$ cat src/rtl/spi_burst_engine.sv
module spi_burst_engine #(
  parameter int LEN_W   = 12,
  parameter int NCH     = 4,
  parameter int SEL_W   = (NCH > 1) ? $clog2(NCH) : 1,
  parameter int CLK_DIV = 4
) (
  input  logic             clk,
  input  logic             rst_n,
  input  logic             start,
  input  logic [LEN_W-1:0] burst_field,
  input  logic [SEL_W-1:0] chan_sel,
  input  logic [NCH-1:0]   chan_master,
  input  logic [NCH-1:0]   ss_wave,
  input  logic             imm_start,
  input  logic             tx_empty,
  input  logic [31:0]      tx_data,
  output logic             tx_pop,
  input  logic             rx_full,
  output logic             rx_push,
  output logic [31:0]      rx_data,
  output logic             set_done,
  output logic             set_ovf,
  output logic             xch_set,
  output logic             xch_clr,
  output logic             busy,
  output logic             sclk,
  output logic             mosi,
  input  logic             miso
);

  localparam int CNT_W = LEN_W + 1;
  localparam int HALF  = (CLK_DIV < 2) ? 1 : CLK_DIV / 2;
  localparam int DIV_W = (HALF > 1) ? $clog2(HALF) : 1;

  typedef enum logic [2:0] {S_IDLE, S_FETCH, S_SHIFT, S_WEND, S_FIN} st_t;

  st_t              st;
  logic [CNT_W-1:0] cnt;
  logic [31:0]      word, rx_word;
  logic [7:0]       tx_sh, rx_sh;
  logic [2:0]       bit_idx;
  logic [1:0]       byte_idx;
  logic [DIV_W-1:0] div;
  logic             sclk_q;

  function automatic logic [7:0] pick(input logic [31:0] w, input logic [1:0] i);
    return w[{i, 3'b000} +: 8];
  endfunction

  logic             multi;
  logic [CNT_W-1:0] blen, cnt_eff;
  logic [1:0]       first_idx;
  logic             tick;

  assign multi     = chan_master[chan_sel] & ~imm_start & ss_wave[chan_sel];
  assign blen      = (CNT_W'(burst_field) + CNT_W'(8)) & ~CNT_W'(7);
  assign cnt_eff   = (cnt == '0) ? blen : cnt;
  assign first_idx = (cnt_eff[4:3] == 2'd0) ? 2'd3 : cnt_eff[4:3] - 2'd1;
  assign tick      = (div == DIV_W'(HALF - 1));

  assign busy     = (st != S_IDLE);
  assign tx_pop   = (st == S_FETCH) & ~tx_empty;
  assign xch_set  = tx_pop & (cnt == '0) & multi;
  assign rx_push  = (st == S_WEND) & ~rx_full;
  assign set_ovf  = (st == S_WEND) & rx_full;
  assign set_done = (st == S_FIN);
  assign xch_clr  = (st == S_FIN) & tx_empty;
  assign rx_data  = rx_word;
  assign sclk     = sclk_q;
  assign mosi     = (st == S_SHIFT) & tx_sh[7];

  always_ff @(posedge clk or negedge rst_n) begin
    if (!rst_n) begin
      st       <= S_IDLE;
      cnt      <= '0;
      word     <= '0;
      rx_word  <= '0;
      tx_sh    <= '0;
      rx_sh    <= '0;
      bit_idx  <= '0;
      byte_idx <= '0;
      div      <= '0;
      sclk_q   <= 1'b0;
    end else begin
      case (st)
        S_IDLE: if (start) st <= S_FETCH;
        S_FETCH: begin
          if (tx_empty) st <= S_FIN;
          else begin
            cnt      <= cnt_eff;
            word     <= tx_data;
            byte_idx <= first_idx;
            tx_sh    <= pick(tx_data, first_idx);
            rx_word  <= '0;
            bit_idx  <= '0;
            div      <= '0;
            sclk_q   <= 1'b0;
            st       <= S_SHIFT;
          end
        end
        S_SHIFT: begin
          if (!tick) div <= div + DIV_W'(1);
          else begin
            div <= '0;
            if (!sclk_q) begin
              sclk_q <= 1'b1;
              rx_sh  <= {rx_sh[6:0], miso};
            end else begin
              sclk_q <= 1'b0;
              if (bit_idx == 3'd7) begin
                bit_idx <= '0;
                cnt     <= cnt - CNT_W'(8);
                rx_word <= {rx_word[23:0], rx_sh};
                if (byte_idx == 2'd0) st <= S_WEND;
                else begin
                  byte_idx <= byte_idx - 2'd1;
                  tx_sh    <= pick(word, byte_idx - 2'd1);
                end
              end else begin
                bit_idx <= bit_idx + 3'd1;
                tx_sh   <= {tx_sh[6:0], 1'b0};
              end
            end
          end
        end
        S_WEND: st <= ((cnt == '0) && !multi) ? S_FIN : S_FETCH;
        S_FIN:  st <= S_IDLE;
        default: st <= S_IDLE;
      endcase
    end
  end

  a_r3_pop_nonempty: assert property (@(posedge clk) disable iff (!rst_n)
    tx_pop |-> !tx_empty);
  a_r5_push_has_room: assert property (@(posedge clk) disable iff (!rst_n)
    rx_push |-> !rx_full);
  a_r5_push_or_ovf: assert property (@(posedge clk) disable iff (!rst_n)
    $onehot0({rx_push, set_ovf}));
  a_r9_clr_with_done: assert property (@(posedge clk) disable iff (!rst_n)
    xch_clr |-> set_done);
  a_r8_done_ends_run: assert property (@(posedge clk) disable iff (!rst_n)
    set_done |=> !busy);
  a_r1_busy_falls_after_done: assert property (@(posedge clk) disable iff (!rst_n)
    $fell(busy) |-> $past(set_done));
  a_r10_idle_sclk_low: assert property (@(posedge clk) disable iff (!rst_n)
    !busy |-> !sclk);
  a_r10_mosi_hold_high: assert property (@(posedge clk) disable iff (!rst_n)
    (sclk && $past(sclk)) |-> $stable(mosi));

endmodule

$ cat config.mk
export PLATFORM = sky130hd
export DESIGN_NAME = spi_burst_engine
export DESIGN_NICKNAME = d
export VERILOG_FILES = /design/src/rtl/spi_burst_engine.sv
export SDC_FILE = /design/constraint.sdc
export NUM_CORES = 1
export LEC_CHECK = 0
export ABC_CLOCK_PERIOD_IN_PS = 4300
export BUFFER_PORTS_ARGS = -buffer_cell sky130_fd_sc_hd__buf_2
export CAP_MARGIN = 10
export CORE_UTILIZATION = 50
export CTS_CLUSTER_SIZE = 28
export DETAILED_ROUTE_END_ITERATION = 8
export MAX_ROUTING_LAYER = met4
export PLACE_DENSITY = 0.81
export SLEW_MARGIN = 15
export SYNTH_ARGS = -nofsm -noshare
export SYNTH_HDL_FRONTEND = slang
export SYNTH_SLANG_ARGS = --single-unit
$ cat constraint.sdc
create_clock -name clk -period 4.3 [get_ports clk]
set_input_delay 0.43 -clock clk [delete_from_list [all_inputs] [get_ports clk]]
set_output_delay 0.43 -clock clk [all_outputs]
set_load 0.01 [all_outputs]
Yosys cells after proc, flatten, opt, wreduce, memory -nomap -nowiden --
Cells that the tools add are included.
Operators by class: add/subtract/negate cells 6, divide/modulo/power cells 0, shift operators 2, reduce and logical (&&, ||, !) cells 18, bitwise logic cells 13, magnitude comparators 1, muxes and demuxes 47, eq/ne operators 14, multipliers 0
Operators with widths (count):
- $mux 32 | 4
- $mux 13 | 5
- $pmux 32 s2 | 1
- $shiftx 32x6->8 | 2
- $mux 8 | 5
- $mux 3 | 11
- $pmux 13 s2 | 1
- $pmux 8 s2 | 1
- $reduce_and 5->1 | 3
- $add 12x4->13 const B | 1
- $logic_not 13->1 | 1
- $sub 13x4->13 const B | 1
- $mux 2 | 6
- $ne 2x2->1 const B | 6
- $pmux 3 s4 | 1
- $reduce_and 6->1 | 2
- $and 1x1->1 | 9
- $eq 3x2->1 const B | 2
- $eq 3x3->1 const B | 2
- $mux 1 | 6
- $pmux 3 s2 | 1
- $reduce_and 3->1 | 2
- $bmux 1 s2 | 2
- $logic_not 2->1 | 2
- 17 further kinds | 24
Storage, ports and cells: memory bits (read-only) 0, input bits 61, memories kept 0, register bits 103, latch bits 0, memory bits (writable) 0, word-level logic and storage cells 112

Longest topological paths before layout --
word-level depth 8, depth in mapped cells 9, mapped depth without buffers 7

Worst setup path before layout --
Ideal clock, no wire load.
path kind register to output, from reg st[1], to out xch_set, data arrival time 1707 ps, path buffers 2, cell stages (with the launch flop) 7, setup slack 2163 ps, required time 3870 ps, path through dfrtp_1 -> buf_2 -> nand2b_1 -> nor3_2 -> buf_2 -> nand2_1 -> nor3_1
On the way: cells in the longest elaborated chain, start to end 4
Ends and longest elaborated chain:
- start: declaration | RTL line 37 | st_t st;
- start signal: assignment | RTL line 126 | S_WEND: st <= ((cnt == '0) && !multi) ? S_FIN : S_FETCH;
- $eq 3x1->1 | RTL line 62 | assign tx_pop = (st == S_FETCH) & ~tx_empty;
- $and 1x1->1 | RTL line 62
- via tx_pop | RTL line 17 | output logic tx_pop,
- $and 1x1->1 (2 in series) | RTL line 63 | assign xch_set = tx_pop & (cnt == '0) & multi;
- end: declaration | RTL line 23 | output logic xch_set,
The timed path passes the listed nets, and every way through them passes these cells.

Worst setup path after layout --
from reg st[1], to out tx_pop
On the way: cells in the longest elaborated chain, start to end 2
Ends and longest elaborated chain (RTL line):
- $eq 3x1->1 | 62
- $and 1x1->1 | 62
- end: declaration | 17
No other way between the ends.

==> metrics.csv <==
metric;value;unit
drv_cap;0;
internal_power;0.00203;W
cp_cell_sequence;nand2b_1 > nor3_4 > buf_4 > buf_2;
ys_seq_area_share;50.4;%
p_clk_share;17.7;%
fin_ws;1.43;ns
fin_total_pwr;0.00319;W
synthesis.area;4960;sq um
place_ws;1.59;ns
syn-num-nets;487;
switching_share;36.3;%
crit_family;simple AND/OR/NAND/NOR gates;
p_per_area;555;nW/um^2
hp-class;in -> async;
track_usage;22.7;%
slew_violations;0;
path_class;reg -> out;
gr-total-overflow;0;
syn_to_final_growth;15.7;%
fp.dieW;102;um
rsz0062_at_grt;no;
drtIter0Drc;148;
tns;0;ns
r2r_start;bit_idx[0];
end_kind;output port;
ys_types;49;
numCtsBuffers;9;
place_inst;627;
fin_cells;644;
async_reset_ff_share;100;%
clock-sinks;100;
setup_viol;0;
cts_tree;built;
wl_per_cell;16.6;um
vias;3752;
pin_count;102;
gp_congestion;0.862;
syn_avg_cell_area;11.8;sq um
path_buf_inv;2;
drive_above_1_share;34.6;%
utilization;60.9;%
rrSetupSlack;1.72;ns
cts_setup_buffers;0;
drc;0;
ff2ff_path_depth;7;
combinationalPowerShare;38.1;%
rows;35;
postCtsHoldBufs;0;
synthFlopType;dfrtp_1;
skew;0.0133;ns
p_seq_share;44.2;%
die_h;102;um
clkTransAtPathRegs;0.10;ns
htreeDepth;3;
cp_data_required_time;3.87;ns
finalCritPeriodShare;66.7;%
grt_max_degree;68;
fp.dieArea;10300;sq um
initial_core_util;52.7;%
n_fill_cell;771;
drt.antenna.violating_nets;0;
p_sw;0.00116;W
grt_pass1_wl;17500;um
startpoint_type;register;
path_max_fanout;20;
first_global_vias;3657;
core;9420;sq um
min_period;2.87;ns
p_leak;2.76;nW
slowest_delay;0.72;ns
layout_common_cells;dfrtp_1 (100), buf_2 (97), mux2_2 (41);
n_antenna_cell;0;
final_nets;576;
clockBufferDepth;2;
clk-insertion-delay-late;0.37;ns
port_buffers;98;
final_common_cell;dfrtp_1;
hpwlAfterDp;7530;um
dr.pass1.iters;4;
outcome;complete, no violations;
viasPerCell;5.83;
r2r_end;cnt[12];
antenna_found_initial;0;
drt_wl_total;10700;um
slowest_stage;nor3_4;
yosysWarnings;0;
ys_seq_elements;100;
synth_edf_count;0;
max_freq;349;MHz
ir_worst_vdd;0.298;mV
slew_headroom;38.0;%
cts_root_buffer;clkbuf_8;
cts_resized;0;
finalHoldViolations;0;
syn_inst;421;
tightest_slew;0.927;ns
crit_arrival;2.44;ns
-- flip-flops by register name, indices dropped and copies added, names as in the netlist --
signal and flops:
st 3, sclk 1, cnt 10, rx_sh 8
byte_idx 2, div 1, rx_data 32, bit_idx 3
word 32, tx_sh 8
-- cells by family after synthesis --
group | count (synthesis) | synth area share (%)
simple gates | 100 | 10.4
xor+xnor | 7 | 1.24
buf+inv | 33 | 3.08
flops | 100 | 50.4
mux | 67 | 16.9
compound gates | 109 | 16.7
fa+ha+maj | 5 | 1.26
-- metrics by stage --
step / hold slack [ns] / area (sq um)
finish: 0.139 / 5740
global route: 0.234 / 5740
CTS: 0.176 / 5720
detailed placement: 0.475 / 5540
global placement: 0.462 / 5540
floorplan: 0.134 / 4960
-- area by class of cell --
type                       instances  area, sq um  share of cell area (%)
clock buffer                       9          124                    2.16
tap                              129          161                    2.81
inverter                           7         26.3                   0.458
multi-input combinational        288         2320                    40.4
sequential                       100         2500                    43.6
clock inverter                     7         60.1                    1.05
timing repair buffer             104          546                    9.51
-- how the worst max path moves through the flow --
| stage | startpoint | end | cells after the start |
|---|---|---|---|
| 2_1_floorplan | st[1] | xch_set | 6 |
| 3_3_place_gp | burst_field[3] | tx_sh[0] | 8 |
| 3_5_place_dp | burst_field[3] | tx_sh[0] | 8 |
| 4_1_cts | st[1] | tx_pop | 4 |
| 5_1_grt | st[1] | tx_pop | 4 |
| 6_report | st[1] | tx_pop | 4 |
-- synth_stat cells, types with 2 or more instances --
cell	n	area share (%)
dfrtp_1	100	50
mux2_2	41	9.3
a22o_1	40	7.1
nand2_1	29	2.2
nor2_1	26	2.0
a21oi_1	14	1.4
mux2i_1	14	2.8
clkbuf_1	13	0.98
buf_2	11	1.1
mux4_2	9	4.1
o21ai_0	9	0.91
o31ai_1	8	1.2
inv_1	7	0.53
a221oi_1	6	1.1
a22oi_1	6	0.91
nand2b_1	6	0.76
nor3_1	6	0.61
o21ai_1	6	0.61
xor2_1	6	1.1
a31oi_1	5	0.63
and2_1	5	0.63
ha_1	5	1.3
nor2b_1	5	0.63
a21o_1	4	0.61
nand3_1	4	0.40
and3_1	3	0.38
mux2_1	3	0.68
nor3_2	3	0.61
or3_1	3	0.38
a32oi_1	2	0.35
buf_6	2	0.45
nor4_1	2	0.25
or3b_1	2	0.35
-- worst reg2reg max path, stage by stage (launching register included) --
cell and delay (ns):
dfrtp_1 0.39, ha_1 0.17, ha_1 0.46, inv_1 0.34
nor2_1 0.38, a21oi_4 0.12, or3_1 0.38, a22o_1 0.25
-- power by group through the flow --
stage          Sequential, W  Combinational, W  Clock [W]
5_1_grt              0.00145           0.00133   0.000617
3_5_place_dp         0.00143           0.00122          0
4_1_cts              0.00141           0.00122   0.000579
6_report             0.00141           0.00121   0.000564
2_1_floorplan        0.00133          0.000991          0
3_3_place_gp         0.00141           0.00117          0
-- metal layers --
layer | wire length, um | track usage (%) | vias up
li1 | - | - | 1756
met5 | 0 | - | -
met2 | 5390 | 36.7 | 106
met1 | 4730 | 28.9 | 1879
met3 | 445 | 4.42 | 11
met4 | 131 | 7.25 | 0
Power figures use the tool's default switching activity.
